<file path="src/rtl/pairmax_pkg.sv">
package pairmax_pkg;
    typedef enum logic [1:0] {
        SZ_BAD  = 2'd0,
        SZ_HALF = 2'd1,
        SZ_SNGL = 2'd2,
        SZ_DBL  = 2'd3
    } elem_size_e;

    function automatic int exp_bits(input int k);
        return (k == 0) ? 5 : (k == 1) ? 8 : 11;
    endfunction

    function automatic int man_bits(input int k);
        return (k == 0) ? 10 : (k == 1) ? 23 : 52;
    endfunction
endpackage

</file>
<file path="src/rtl/pairmax_fpmax.sv">
module pairmax_fpmax #(
    parameter int EXP_W = 5,
    parameter int MAN_W = 10,
    localparam int W = 1 + EXP_W + MAN_W
) (
    input  logic [W-1:0] op_x,
    input  logic [W-1:0] op_y,
    output logic [W-1:0] max_o,
    output logic         nan_dflt_o
);
    localparam logic [W-1:0] QNAN_DFLT = {1'b0, {EXP_W{1'b1}}, 1'b1, {(MAN_W-1){1'b0}}};

    logic x_nan, y_nan, x_sig, y_sig, x_wins;
    logic [W-2:0] mag_x, mag_y;

    always_comb begin
        mag_x = op_x[W-2:0];
        mag_y = op_y[W-2:0];
        x_nan = (&op_x[W-2 -: EXP_W]) && (|op_x[MAN_W-1:0]);
        y_nan = (&op_y[W-2 -: EXP_W]) && (|op_y[MAN_W-1:0]);
        x_sig = x_nan && !op_x[MAN_W-1];
        y_sig = y_nan && !op_y[MAN_W-1];

        // sign decides first, so +0 beats -0
        if (op_x[W-1] != op_y[W-1]) begin
            x_wins = !op_x[W-1];
        end else if (!op_x[W-1]) begin
            x_wins = mag_x > mag_y;
        end else begin
            x_wins = mag_x < mag_y;
        end

        nan_dflt_o = 1'b0;
        if (x_sig || y_sig || (x_nan && y_nan)) begin
            max_o      = QNAN_DFLT;
            nan_dflt_o = 1'b1;
        end else if (x_nan) begin
            max_o = op_y;
        end else if (y_nan) begin
            max_o = op_x;
        end else begin
            max_o = x_wins ? op_x : op_y;
        end
    end
endmodule

</file>
<file path="src/rtl/pairmax_lanes.sv">
module pairmax_lanes #(
    parameter int VEC_W = 128,
    parameter int EXP_W = 5,
    parameter int MAN_W = 10,
    localparam int ESZ   = 1 + EXP_W + MAN_W,
    localparam int LANES = VEC_W / ESZ
) (
    input  logic [VEC_W-1:0] src_a,
    input  logic [VEC_W-1:0] src_b,
    input  logic [LANES-1:0] lane_on,
    output logic [VEC_W-1:0] merged_o,
    output logic             invalid_o
);
    logic [LANES-1:0] lane_inv;

    for (genvar e = 0; e < LANES; e++) begin : g_lane
        logic [ESZ-1:0] opx, opy, mx;
        logic           nd;

        if (e % 2 == 0) begin : g_even
            assign opx = src_a[e*ESZ +: ESZ];
            assign opy = src_a[(e+1)*ESZ +: ESZ];
        end else begin : g_odd
            assign opx = src_b[(e-1)*ESZ +: ESZ];
            assign opy = src_b[e*ESZ +: ESZ];
        end

        pairmax_fpmax #(.EXP_W(EXP_W), .MAN_W(MAN_W)) u_max (
            .op_x       (opx),
            .op_y       (opy),
            .max_o      (mx),
            .nan_dflt_o (nd)
        );

        assign merged_o[e*ESZ +: ESZ] = lane_on[e] ? mx : src_a[e*ESZ +: ESZ];
        assign lane_inv[e]            = lane_on[e] && nd;
    end

    assign invalid_o = |lane_inv;
endmodule

</file>
<file path="src/rtl/pairmax_unit.sv">
module pairmax_unit
    import pairmax_pkg::*;
#(
    parameter int VEC_W = 128,
    localparam int PRED_W = VEC_W / 8
) (
    input  logic              clk,
    input  logic              rst,
    input  logic              in_valid,
    input  logic [1:0]        size_code,
    input  logic [VEC_W-1:0]  src_a,
    input  logic [VEC_W-1:0]  src_b,
    input  logic [PRED_W-1:0] pred,
    output logic              out_valid,
    output logic [VEC_W-1:0]  result,
    output logic              undef_op,
    output logic              invalid
);
    typedef struct packed {
        logic             valid;
        logic             undef;
        logic             inv;
        logic [VEC_W-1:0] data;
    } out_s;

    out_s state_d, state_q;

    logic [2:0][VEC_W-1:0] width_res;
    logic [2:0]            width_inv;

    for (genvar k = 0; k < 3; k++) begin : g_width
        localparam int EW    = exp_bits(k);
        localparam int MW    = man_bits(k);
        localparam int ESZ   = 1 + EW + MW;
        localparam int LANES = VEC_W / ESZ;
        localparam int BYTES = ESZ / 8;

        logic [LANES-1:0] lane_on;
        for (genvar j = 0; j < LANES; j++) begin : g_pick
            assign lane_on[j] = pred[j*BYTES];
        end

        pairmax_lanes #(.VEC_W(VEC_W), .EXP_W(EW), .MAN_W(MW)) u_lanes (
            .src_a     (src_a),
            .src_b     (src_b),
            .lane_on   (lane_on),
            .merged_o  (width_res[k]),
            .invalid_o (width_inv[k])
        );
    end

    always_comb begin
        state_d       = state_q;
        state_d.valid = in_valid;
        state_d.undef = 1'b0;
        state_d.inv   = 1'b0;
        if (in_valid) begin
            unique case (elem_size_e'(size_code))
                SZ_HALF: begin
                    state_d.data = width_res[0];
                    state_d.inv  = width_inv[0];
                end
                SZ_SNGL: begin
                    state_d.data = width_res[1];
                    state_d.inv  = width_inv[1];
                end
                SZ_DBL: begin
                    state_d.data = width_res[2];
                    state_d.inv  = width_inv[2];
                end
                default: begin
                    state_d.data  = src_a;
                    state_d.undef = 1'b1;
                end
            endcase
        end
    end

    always_ff @(posedge clk) begin
        if (rst) begin
            state_q <= '0;
        end else begin
            state_q <= state_d;
        end
    end

    assign out_valid = state_q.valid;
    assign result    = state_q.data;
    assign undef_op  = state_q.undef;
    assign invalid   = state_q.inv;
endmodule

</file>
<file path="config.mk">
export PLATFORM = sky130hd
export DESIGN_NAME = pairmax_unit
export DESIGN_NICKNAME = d
export VERILOG_FILES = /design/src/rtl/pairmax_pkg.sv /design/src/rtl/pairmax_fpmax.sv /design/src/rtl/pairmax_lanes.sv /design/src/rtl/pairmax_unit.sv
export SDC_FILE = /design/constraint.sdc
export NUM_CORES = 2
export LEC_CHECK = 0
export CAP_MARGIN = 10
export CELL_PAD_IN_SITES_DETAIL_PLACEMENT = 1
export CELL_PAD_IN_SITES_GLOBAL_PLACEMENT = 2
export CORE_MARGIN = 2
export CORE_UTILIZATION = 44
export DETAILED_ROUTE_END_ITERATION = 10
export DONT_BUFFER_PORTS = 1
export MAX_ROUTING_LAYER = met4
export PLACE_DENSITY_LB_ADDON = 0.3
export SLEW_MARGIN = 20
export SYNTH_ARGS = -nofsm -noshare
export SYNTH_HDL_FRONTEND = slang
export SYNTH_HIERARCHICAL = 1
export SYNTH_SLANG_ARGS = --single-unit
export TNS_END_PERCENT = 30
</file>
<file path="constraint.sdc">
create_clock -name clk -period 6.7 [get_ports clk]
set_clock_uncertainty 0.05 [all_clocks]
set_input_delay 1.005 -clock clk [delete_from_list [all_inputs] [get_ports clk]]
set_output_delay 1.005 -clock clk [all_outputs]
set_load 0.01 [all_outputs]
</file>
==> results.md <==
* Cts hold-fix bufs at 0
* Min Tclk post-route at 4796 ps
* Post-synth top area share at 14.07%
* Post-Route WL at 156400 µm
* Syn. warnings at 6
* PostCTS Resize Cnt at 0
* Worst slew margin at 23.71%
* Max-Cap Viols at 0
* Ranking of synthesized cells by area: ha_1, mux2i_1, mux2_4
* CTS root buf: clkbuf_16
* RePlAce Congestion at 0.9086
* Mapped Area at 34150 µm²
* RSZ-0062 raised after global routing: no
* Number of detailed-routing iterations run before antenna repair at 6
* Ratio of cells with drive above 1 in the final layout at 18.32%
* Slew Limit Fails at 0
* Vias at 32060
* Vias in the first global route at roughly 31000
* Syn Nets at ~4700
* Dpl cells at just under 5000
* Die Y at 282.6 µm
* Clock Pin Slew Worst Setup and Hold Paths at 80 ps
* H-tree Lvls at 4
* # nets final at around 4500
* Hold Vio Cnt, Final at 0
* Cts bufs inserted at 17
* Worst-margin pin slew at approximately 1100 ps
* Post-CTS Setup Inserts at 0
* WP data required at roughly 7100 ps
* Most frequently used flop master after synthesis: dfxtp_1
* Post-synth EDFFs at 0
* CP max FO at 19
* Cell taking the most area after synthesis: ha_1
* Setup_tns at 0 ps
* Worst slack at placement at roughly 1500 ps
* Pwr/cell area at ~120 nW/µm²
* Die area at 79860 µm²
* GRT overflow at 0
* Yosys reg bits at 131
* Yosys cell types at 66
* Residual DRC at 0
* Seq/Total Area, Yosys at around 7.7%
* CP Capture Type: flip-flop
* Initial core utilization at approximately 44%
* Status: complete, no violations
* Vias per std cell at 6.575
* Async set or reset register ratio after synthesis at 0%
* Worst hold path type: flip-flop to flip-flop
* Worst setup margin at 1904 ps
* CP arrival at 5150 ps
* Syn avg cell area at 8.550 µm²
* Pin count of the biggest net entering global routing at ~130
* CP Launch Type: input port
* Utilization after layout at between 40 and 50%
* CTS sink cnt at 131
* Detail Route Antenna Nets at 0
* Gate Count Post-Synth at 3994
* Clock Tree Buf Depth at 2
* Reg2Reg Setup Slack at approximately 5800 ps
* Worst hold slack at 507.4 ps
* Synthesis-to-finish area growth at -0.2419%
* Ports at 408
* Final Cycle Share at just over 70%
* Overall routing resource usage at 39.09%
* DRT iter0 DRCs at 2733
* VDD IR max at 0.2181 mV
* Row Count at 102
* Static leakage at between 15 and 20 nW
* Initial antenna violation count at 4
* Port Buf Inserts at 0
* Post-DP HPWL at between 100000 and 150000 µm
* DR WL/cell at between 30 and 40 µm
* Worst-Skew Late Latency at 520 ps
* First-pass GRT wire length at between 200000 and 250000 µm
* Core area at about 77000 µm²
* Max Fclk at 208.5 MHz
* Setup Viol. Count Final at 0
* Setup Crit Path Kind: input port to flip-flop
* Die Wd at around 280 µm
* Fin cells at 4876
* TritonCTS clock tree: built
[logic make-up (layout without fill, tap and decap cells)]
family	after synthesis	in the layout	share of synthesized area, %
fa+ha+maj	384	384	14.07
buf+inv	614	451	11.00
mux	1025	1025	39.55
other cells	0	5	0
flops	131	131	7.680
compound gates	374	374	7.764
simple gates	1466	1466	19.94
[flip-flops by register name (all words and copies together), names as in the netlist]
name and flops:
invalid 1, out_valid 1, result 128, undef_op 1
[synth_stat cells, types with 18 or more instances]
master    count
buf_6        37
ha_1        384
nand4_1      87
mux2i_1     464
dfxtp_1     131
nand2_1     662
or4_1        34
clkbuf_1     59
a21oi_1     135
nor4_1      108
and3_1       18
mux2_4      294
a211oi_1     36
mux2_2      139
buf_2        32
buf_12       56
a21o_1       22
nand3_1      74
inv_1       397
nor2_1      322
nor3_1       25
o21ai_0      52
nand2b_1     45
mux4_2      128
[final timing paths]
| kind | from | to | depth (start not counted) |
|---|---|---|---|
| worst max-delay path | src_b[125] | result[67] | 15 |
| worst min-delay path | result[113] | result[113] | 2 |
| worst max register to register | result[107] | result[107] | 2 |
| worst min register to register | result[113] | result[113] | 2 |
[report_power, final]
group	switching (mW)	internal, mW	total (mW)	leakage (nW)
Combinational	0.897	1.17	2.06	16.5
Clock	0.531	0.559	1.09	0.283
Sequential	0.0974	0.852	0.949	1.08
[layer usage]
metal,wire length (µm),track usage (%),up-vias,part of all wire (%)
li1,-,-,14040,-
met1,60940,45.16,16140,39
met2,72180,62.36,1417,46
met3,12840,8.384,470,8.2
met4,10400,22.97,0,6.7
met5,0,-,-,0
[cell usage in the layout, fill, tap and decap left out, types with 15 or more instances in the layout]
master,instances
mux2_4,294
or2_2,16
a211oi_1,36
dfxtp_1,131
a21oi_1,133
a21o_1,22
nor2_1,322
and3_1,18
nand2b_1,45
nor3_1,25
inv_1,397
nor4_1,107
clkbuf_16,17
nand3b_1,15
ha_1,384
or4_1,34
nand4_1,87
o21ai_0,52
mux4_2,128
nand3_1,74
mux2i_1,464
nand2_1,662
buf_4,15
mux2_2,139
[metrics by stage]
stage	instance area (µm²)	power [mW]
finish	34070	4.103
floorplan	34150	2.873
CTS	34030	4.111
global route	34060	4.325
detailed placement	33440	3.007
global placement	33440	2.948
[layout make-up]
cell class	instances	area, µm²
fill	9336	43020
multi-input combinational	3249	27840
sequential	131	2623
inverter	401	1505
tap	1040	1301
clock buffer	17	425.4
timing repair buffer	19	192.7
clock inverter	14	168.9
antenna	5	12.51
[critical path, cell delays in order]
cell	delay [ps]
inv_1	20
ha_1	310
nand4_1	140
or3_1	520
nor3_2	360
and3_1	320
a2bb2oi_1	120
a31o_1	270
o21ai_4	650
buf_12	270
mux2i_1	150
mux2_2	290
mux4_2	490
mux2i_1	150
nor2_1	50
Power figures use the tool's default switching activity.
